### src/rtl/dcache_pkg.sv
package dcache_pkg;
  typedef enum logic [2:0] {ST_IDLE, ST_WB, ST_FILL, ST_UNC, ST_SCAN, ST_INV} dc_state_e;

  localparam logic [3:0] UNC_NIBBLE = 4'hF;

  function automatic logic is_uncached(input logic [31:0] a);
    return a[31:28] == UNC_NIBBLE;
  endfunction
endpackage

### src/rtl/dcache_tag_store.sv
module dcache_tag_store #(
  parameter int NUM_BLOCKS = 4,
  parameter int IDX_W      = 2,
  parameter int TAG_W      = 28
) (
  input  logic             clk_i,
  input  logic             rst_ni,
  input  logic [IDX_W-1:0] rd_idx_i,
  output logic             rd_valid_o,
  output logic             rd_dirty_o,
  output logic [TAG_W-1:0] rd_tag_o,
  input  logic             wr_en_i,
  input  logic [IDX_W-1:0] wr_idx_i,
  input  logic             wr_valid_i,
  input  logic             wr_dirty_i,
  input  logic [TAG_W-1:0] wr_tag_i,
  input  logic             clr_all_i
);
  logic [NUM_BLOCKS-1:0] valid_q, dirty_q;
  logic [TAG_W-1:0]      tag_q [NUM_BLOCKS];

  always_ff @(posedge clk_i or negedge rst_ni) begin
    if (!rst_ni) begin
      valid_q <= '0;
      dirty_q <= '0;
      for (int i = 0; i < NUM_BLOCKS; i++) tag_q[i] <= '0;
    end else if (clr_all_i) begin
      valid_q <= '0;
      dirty_q <= '0;
    end else if (wr_en_i) begin
      valid_q[wr_idx_i] <= wr_valid_i;
      dirty_q[wr_idx_i] <= wr_dirty_i;
      tag_q[wr_idx_i]   <= wr_tag_i;
    end
  end

  assign rd_valid_o = valid_q[rd_idx_i];
  assign rd_dirty_o = dirty_q[rd_idx_i];
  assign rd_tag_o   = tag_q[rd_idx_i];
endmodule

### src/rtl/dcache_data_store.sv
module dcache_data_store #(
  parameter int DEPTH = 16,
  parameter int AW    = 4
) (
  input  logic          clk_i,
  input  logic [AW-1:0] rd_addr_i,
  output logic [31:0]   rd_data_o,
  input  logic          wr_en_i,
  input  logic [AW-1:0] wr_addr_i,
  input  logic [3:0]    wr_be_i,
  input  logic [31:0]   wr_data_i
);
  logic [31:0] mem_q [DEPTH];

  always_ff @(posedge clk_i) begin
    if (wr_en_i) begin
      for (int b = 0; b < 4; b++)
        if (wr_be_i[b]) mem_q[wr_addr_i][8*b +: 8] <= wr_data_i[8*b +: 8];
    end
  end

  assign rd_data_o = mem_q[rd_addr_i];
endmodule

### src/rtl/dcache_wb.sv
module dcache_wb
  import dcache_pkg::*;
#(
  parameter int BLOCK_BYTES = 16,
  parameter int NUM_BLOCKS  = 4
) (
  input  logic        clk_i,
  input  logic        rst_ni,
  input  logic        cpu_req_i,
  input  logic        cpu_we_i,
  input  logic [31:0] cpu_addr_i,
  input  logic [31:0] cpu_wdata_i,
  input  logic [3:0]  cpu_be_i,
  output logic [31:0] cpu_rdata_o,
  output logic        cpu_ack_o,
  output logic        cpu_err_o,
  input  logic        fence_i,
  output logic        fence_done_o,
  output logic        bus_req_o,
  output logic        bus_we_o,
  output logic [31:0] bus_addr_o,
  output logic [31:0] bus_wdata_o,
  output logic [3:0]  bus_be_o,
  input  logic [31:0] bus_rdata_i,
  input  logic        bus_ack_i,
  input  logic        bus_err_i
);
  localparam int WPL   = BLOCK_BYTES / 4;
  localparam int OFF_W = $clog2(BLOCK_BYTES);
  localparam int IDXB  = $clog2(NUM_BLOCKS);
  localparam int IDX_W = (IDXB > 0) ? IDXB : 1;
  localparam int TAG_W = 32 - OFF_W;
  localparam int DEPTH = NUM_BLOCKS * WPL;
  localparam int DA_W  = (DEPTH > 1) ? $clog2(DEPTH) : 1;
  localparam int CNT_W = $clog2(WPL) + 1;

  function automatic logic [DA_W-1:0] dptr(input logic [IDX_W-1:0] i, input logic [CNT_W-1:0] w);
    return DA_W'(32'(i) * 32'(WPL) + 32'(w));
  endfunction

  dc_state_e        st_q;
  logic [IDX_W-1:0] line_q;
  logic [CNT_W-1:0] cnt_q;
  logic             gap_q, ack_q, err_q, done_q, in_fence_q;
  logic [31:0]      rdata_q;

  logic [IDX_W-1:0] cpu_idx, ts_idx, ts_widx;
  logic [CNT_W-1:0] cpu_word;
  logic [TAG_W-1:0] cpu_tag, ts_tag, ts_wtag;
  logic             ts_valid, ts_dirty, ts_we, ts_wvalid, ts_wdirty, ts_clr;
  logic [31:0]      ds_rdata;
  logic             ds_we;
  logic [DA_W-1:0]  ds_waddr;
  logic [3:0]       ds_wbe;
  logic [31:0]      ds_wdata;

  logic idle, hit, fence_go, cpu_go, unc, bus_done, last_word, last_line;

  assign cpu_idx   = IDX_W'((cpu_addr_i >> OFF_W) % 32'(NUM_BLOCKS));
  assign cpu_word  = CNT_W'((cpu_addr_i >> 2) % 32'(WPL));
  assign cpu_tag   = cpu_addr_i[31:OFF_W];
  assign idle      = (st_q == ST_IDLE);
  assign ts_idx    = idle ? cpu_idx : line_q;
  assign hit       = ts_valid && (ts_tag == cpu_tag);
  assign fence_go  = idle && fence_i && !done_q;
  assign cpu_go    = idle && cpu_req_i && !ack_q && !fence_go;
  assign unc       = is_uncached(cpu_addr_i);
  assign bus_done  = bus_req_o && (bus_ack_i || bus_err_i);
  assign last_word = (cnt_q == CNT_W'(WPL - 1));
  assign last_line = (line_q == IDX_W'(NUM_BLOCKS - 1));

  dcache_tag_store #(.NUM_BLOCKS(NUM_BLOCKS), .IDX_W(IDX_W), .TAG_W(TAG_W)) u_tags (
    .clk_i, .rst_ni,
    .rd_idx_i(ts_idx), .rd_valid_o(ts_valid), .rd_dirty_o(ts_dirty), .rd_tag_o(ts_tag),
    .wr_en_i(ts_we), .wr_idx_i(ts_widx), .wr_valid_i(ts_wvalid), .wr_dirty_i(ts_wdirty),
    .wr_tag_i(ts_wtag), .clr_all_i(ts_clr)
  );

  dcache_data_store #(.DEPTH(DEPTH), .AW(DA_W)) u_data (
    .clk_i,
    .rd_addr_i(idle ? dptr(cpu_idx, cpu_word) : dptr(line_q, cnt_q)), .rd_data_o(ds_rdata),
    .wr_en_i(ds_we), .wr_addr_i(ds_waddr), .wr_be_i(ds_wbe), .wr_data_i(ds_wdata)
  );

  // tag and data store update requests
  always_comb begin
    ts_we = 1'b0; ts_widx = line_q; ts_wvalid = 1'b0; ts_wdirty = 1'b0; ts_wtag = ts_tag;
    ts_clr = (st_q == ST_INV);
    ds_we = 1'b0; ds_waddr = dptr(line_q, cnt_q); ds_wbe = 4'hF; ds_wdata = bus_rdata_i;
    if (cpu_go && !unc) begin
      if (hit && cpu_we_i) begin
        ts_we = 1'b1; ts_widx = cpu_idx; ts_wvalid = 1'b1; ts_wdirty = 1'b1; ts_wtag = cpu_tag;
        ds_we = 1'b1; ds_waddr = dptr(cpu_idx, cpu_word); ds_wbe = cpu_be_i; ds_wdata = cpu_wdata_i;
      end else if (!hit && !(ts_valid && ts_dirty)) begin
        ts_we = 1'b1; ts_widx = cpu_idx; ts_wtag = cpu_tag;  // invalid until fill completes
      end
    end
    if (st_q == ST_WB && bus_done && last_word && (!bus_err_i || in_fence_q)) ts_we = 1'b1;
    if (st_q == ST_FILL && bus_done && !bus_err_i) begin
      ds_we = 1'b1;
      if (last_word) begin
        ts_we = 1'b1; ts_wvalid = 1'b1; ts_wtag = cpu_tag;
      end
    end
  end

  always_ff @(posedge clk_i or negedge rst_ni) begin
    if (!rst_ni) begin
      st_q <= ST_IDLE; line_q <= '0; cnt_q <= '0; gap_q <= 1'b0; ack_q <= 1'b0;
      err_q <= 1'b0; done_q <= 1'b0; in_fence_q <= 1'b0; rdata_q <= '0;
    end else begin
      ack_q  <= 1'b0;
      err_q  <= 1'b0;
      done_q <= 1'b0;
      gap_q  <= bus_done;
      case (st_q)
        ST_IDLE: begin
          if (fence_go) begin
            in_fence_q <= 1'b1; line_q <= '0; st_q <= ST_SCAN;
          end else if (cpu_go) begin
            if (unc) st_q <= ST_UNC;
            else if (hit) begin
              ack_q <= 1'b1; rdata_q <= ds_rdata;
            end else begin
              line_q <= cpu_idx; cnt_q <= '0;
              st_q   <= (ts_valid && ts_dirty) ? ST_WB : ST_FILL;
            end
          end
        end
        ST_SCAN: begin
          if (ts_valid && ts_dirty) begin
            cnt_q <= '0; st_q <= ST_WB;
          end else if (last_line) st_q <= ST_INV;
          else line_q <= line_q + IDX_W'(1);
        end
        ST_WB: if (bus_done) begin
          if (bus_err_i && !in_fence_q) begin
            ack_q <= 1'b1; err_q <= 1'b1; st_q <= ST_IDLE;
          end else if (last_word) begin
            cnt_q <= '0;
            if (!in_fence_q) st_q <= ST_FILL;
            else if (last_line) st_q <= ST_INV;
            else begin
              line_q <= line_q + IDX_W'(1); st_q <= ST_SCAN;
            end
          end else cnt_q <= cnt_q + CNT_W'(1);
        end
        ST_FILL: if (bus_done) begin
          if (bus_err_i) begin
            ack_q <= 1'b1; err_q <= 1'b1; st_q <= ST_IDLE;
          end else if (last_word) st_q <= ST_IDLE;  // re-lookup now hits
          else cnt_q <= cnt_q + CNT_W'(1);
        end
        ST_UNC: if (bus_done) begin
          ack_q <= 1'b1; err_q <= bus_err_i; rdata_q <= bus_rdata_i; st_q <= ST_IDLE;
        end
        ST_INV: begin
          done_q <= 1'b1; in_fence_q <= 1'b0; st_q <= ST_IDLE;
        end
        default: st_q <= ST_IDLE;
      endcase
    end
  end

  assign bus_req_o   = (st_q == ST_WB || st_q == ST_FILL || st_q == ST_UNC) && !gap_q;
  assign bus_we_o    = (st_q == ST_WB) || (st_q == ST_UNC && cpu_we_i);
  assign bus_wdata_o = (st_q == ST_UNC) ? cpu_wdata_i : ds_rdata;
  assign bus_be_o    = (st_q == ST_UNC) ? cpu_be_i : 4'hF;
  always_comb begin
    case (st_q)
      ST_WB:   bus_addr_o = {ts_tag, {OFF_W{1'b0}}} | (32'(cnt_q) << 2);
      ST_FILL: bus_addr_o = {cpu_tag, {OFF_W{1'b0}}} | (32'(cnt_q) << 2);
      ST_UNC:  bus_addr_o = cpu_addr_i;
      default: bus_addr_o = '0;
    endcase
  end

  assign cpu_ack_o    = ack_q;
  assign cpu_err_o    = err_q;
  assign cpu_rdata_o  = rdata_q;
  assign fence_done_o = done_q;

  // request held with stable address until a response
  a_r11_req_hold: assert property (@(posedge clk_i) disable iff (!rst_ni)
    (bus_req_o && !bus_ack_i && !bus_err_i) |=> (bus_req_o && $stable(bus_addr_o) && $stable(bus_we_o)));
  // one idle cycle after every response
  a_r11_gap: assert property (@(posedge clk_i) disable iff (!rst_ni)
    bus_done |=> !bus_req_o);
  a_r3_ack_with_req: assert property (@(posedge clk_i) disable iff (!rst_ni)
    cpu_ack_o |-> cpu_req_i);
  a_r10_err_with_ack: assert property (@(posedge clk_i) disable iff (!rst_ni)
    cpu_err_o |-> cpu_ack_o);
  a_r9_done_pulse: assert property (@(posedge clk_i) disable iff (!rst_ni)
    fence_done_o |=> !fence_done_o);
  a_r9_no_ack_in_fence: assert property (@(posedge clk_i) disable iff (!rst_ni)
    in_fence_q |-> !cpu_ack_o);
  a_r8_unc_single: assert property (@(posedge clk_i) disable iff (!rst_ni)
    (st_q == ST_UNC && bus_done) |=> (st_q == ST_IDLE && cpu_ack_o));
endmodule

### config.mk
export PLATFORM = sky130hd
export DESIGN_NAME = dcache_wb
export DESIGN_NICKNAME = d
export VERILOG_FILES = /design/src/rtl/dcache_pkg.sv /design/src/rtl/dcache_tag_store.sv /design/src/rtl/dcache_data_store.sv /design/src/rtl/dcache_wb.sv
export SDC_FILE = /design/constraint.sdc
export NUM_CORES = 1
export LEC_CHECK = 0
export ABC_CLOCK_PERIOD_IN_PS = 5400
export BUFFER_PORTS_ARGS = -buffer_cell sky130_fd_sc_hd__buf_2
export CORE_ASPECT_RATIO = 0.5
export CORE_MARGIN = 5
export CORE_UTILIZATION = 40
export CTS_BUF_LIST = sky130_fd_sc_hd__clkbuf_4
export CTS_CLUSTER_SIZE = 30
export DETAILED_ROUTE_END_ITERATION = 8
export HOLD_SLACK_MARGIN = 0.05
export PLACE_DENSITY_LB_ADDON = 0.1
export SLEW_MARGIN = 20
export SYNTH_ARGS = -nofsm -noshare
export SYNTH_HDL_FRONTEND = slang
export SYNTH_HIERARCHICAL = 1
export SYNTH_SLANG_ARGS = --single-unit
### constraint.sdc
create_clock -name clk_i -period 5.4 [get_ports clk_i]
set_input_delay 0.27 -clock clk_i [delete_from_list [all_inputs] [get_ports clk_i]]
set_output_delay 0.27 -clock clk_i [all_outputs]
set_load 0.02 [all_outputs]
==> results.md <==
* Placement Cell Area at 32200 um2
* Placeable core area at 73000 um2
* GP Congestion at 0.812
* Residual DRC at 0
* IO Port Bufs at 211
* Vias per cell at 5.32
* Worst Path Required at 5.97 ns
* Clk sinks at 677
* Clk buf depth at 3
* Area growth from synthesis to layout at 19.7%
* Hold Violations, Final at 0
* Final worst setup slack at 0.310 ns
* RSZ-0062 raised after global routing: no
* Async set-reset flop share out of synthesis at 24.4%
* Htree depth at 4
* Total Neg Setup Slack at 0 ns
* Uppermost layer routed: met5
* Pins Over Slew Limit at 0
* Critical-path top delay cell: dfrtp_1
* Largest net degree at the start of global routing at 73
* Rel. slew slack at 43.8%
* Final setup vio count at 0
* Antenna Nets Post-Route at 0
* Number of buffers and inverters on the critical path at 2
* Clock root buffer: clkbuf_4
* Critical Path AT at 5.66 ns
* YS warnings at 6
* Global route overflow at 0
* Share of cells above drive strength 1 at 42.6%
* Post-synth top area cell: edfxtp_1
* Power density over the cells at 502 nW/um2
* Top-count cell post-synth: edfxtp_1
* DP HPWL at 48.7 mm
* Most frequent cells after synthesis: edfxtp_1, dfrtp_1, mux2_2, mux4_2, nor2_1
* Worst-Margin Slew at 0.843 ns
* Vert. Die Dim at 202 um
* Maxcap violations at 0
* Crit path launch type: flip-flop
* Synth top area cells: edfxtp_1, dfrtp_1, mux4_2
* Die ar. at 79300 um2
* Top cell type's share of synthesized area at 52.3%
* Seq cells post-synth at 677
* DR pass1 iterations at 5
* Initial Util at 40.3%
* Fin util at 48.2%
* Lkg Pwr at 13.1 nW
* TritonCTS buffer count at 160
* Total vias in the final route at 17145
* Top FF cell, synth: edfxtp_1
* Vias in the first global route at 18479
* Sequential area share after synthesis at 66.4%
* Layout Nets at 2254
* Worst skew pair latency at 0.93 ns
* Post-route met1 wirelength at 34.9 mm
* Net count after synthesis at 1769
* Post-Syn Area per Cell at 17.7 um2
* WL per Instance at 23.6 um
* Kind of critical path: reg2reg
* Cell row count at 70
* DP Worst Slack at 0.355 ns
* Register area at 19500 um2
* Critical path peak fanout at 16
* CP top delay family: simple AND/OR/NAND/NOR gates
* Peak supply drop at 0.262 mV
* DR WL met3 at 4.07 mm
* Final period util at 94.3%
* 1st-iter DRT viols at 1106
* Gate Count Post-Synth at 1657
* Crit. End Element: flip-flop
* Number of enable flip-flop cells after synthesis at 512
* Mapped Area at 29400 um2
* Cells along the critical path: nor2_1 -> nand2_1 -> nand2_1 -> nand2_2 -> buf_4 -> mux4_2 -> xnor2_1 -> nand4_1 -> nor4_4 -> and3_1 -> nand3_2 -> mux2_2 -> nor2b_1 -> nand3_1 -> nor2_1 -> buf_4
* DRT Wirelength at 76.2 mm
* Die X at 393 um
* Buffer count from post-CTS setup fixing at 0
* Yosys cell types at 63
* Crit path largest cell delay at 0.46 ns
* Ports at 212
* Hold/Removal Path Class: in2reg
* Fillers at 6338
* Min Tclk post-route at 5.09 ns
* Initial antenna violation count at 3
* First-pass GRT wire length at 116 mm
* CTS tree: yes
* Fin area at 35200 um2
* Multi-input logic area at 9380 um2
* Fmax at 196 MHz
* Status: completed
* GRT Util Overall at 19.3%
* Worst Clk Skew at 0.0567 ns
* Clk slew on worst S/H paths at 0.08 ns
* Metal2 WL at 35.7 mm
[kinds of logic after synthesis]
kind of cell    synth area share (%)
flops                           66.4
mux                             21.2
simple gates                    3.96
compound gates                  5.32
buf+inv                         2.06
xor+xnor                       0.864
fa+ha+maj                      0.213
[path summary, 6_finish.rpt]
check	end	slack, ns	startpoint	cells past startpoint
min in group asynchronous	u_tags/tag_q[13]	0.56	rst_ni	4
setup reg to reg	u_data/mem_q[11][3]	0.31	st_q[0]	16
max in group asynchronous	cpu_rdata_o[11]	4.18	rst_ni	4
setup / recovery	u_data/mem_q[11][3]	0.31	st_q[0]	16
hold reg to reg	cpu_rdata_o[16]	0.49	cpu_rdata_o[16]	1
hold / removal	u_data/mem_q[9][28]	0.17	cpu_wdata_i[28]	2
[per-stage QoR]
stage	cells	hold slack, ns	total power [mW]
floorplan	1657	-0.0256	11.4
global placement	2851	0.355	13.7
detailed placement	2851	0.346	13.7
CTS	3222	0.0513	18.0
global route	3223	0.117	18.7
finish	3223	0.169	17.7
[final cells by class]
| type | count | share of cell area [%] |
|---|---|---|
| inverters | 10 | 0.107 |
| well taps | 972 | 3.46 |
| multi-input cells | 870 | 26.7 |
| clock buffers | 231 | 4.93 |
| diodes | 1 | 0.00711 |
| flip-flops and latches | 677 | 55.4 |
| repair buffers | 423 | 8.67 |
| clock inverters | 39 | 0.729 |
[flip-flops by register name, indices dropped and copies added, names as in the netlist]
signal / count
fence_done_o: 1
in_fence_q: 1
gap_q: 1
cnt_q: 3
cpu_err_o: 1
line_q: 2
u_data/mem_q: 512
cpu_rdata_o: 32
cpu_ack_o: 1
u_tags/dirty_q: 4
u_tags/valid_q: 4
st_q: 3
u_tags/tag_q: 112
[where the power goes]
part / leakage [nW] / switching (mW) / internal (mW)
Combinational: 5.11 / 4.04 / 3.18
Clock: 1.19 / 2.03 / 2.11
Sequential: 6.84 / 0.256 / 6.07
Total: 13.1 / 6.32 / 11.4
[layout by cell type (no fill, tap or decap), drive strengths merged, types with 27 or more instances in the layout]
master       instances
a22o                27
a22oi               65
buf                322
clkbuf             232
clkinv              32
dfrtp              165
dlygate4sd3        100
edfxtp             512
mux2               215
mux4               158
nand2               72
nor2                88
o21a                32
o22a                32
[repair_timing]
item | CTS | global route
hold buffers | 101 | 0
hold endpoints to repair | 807 | 0
gates resized for setup | 0 | 0
[layer usage]
metal / vias to the layer above / track usage (%)
met4: 4 / 5.63
met1: 8865 / 26.9
met2: 469 / 30.7
met3: 108 / 4.23
li1: 7699 / -
met5: - / 0
(Power assumes the default switching activity.)
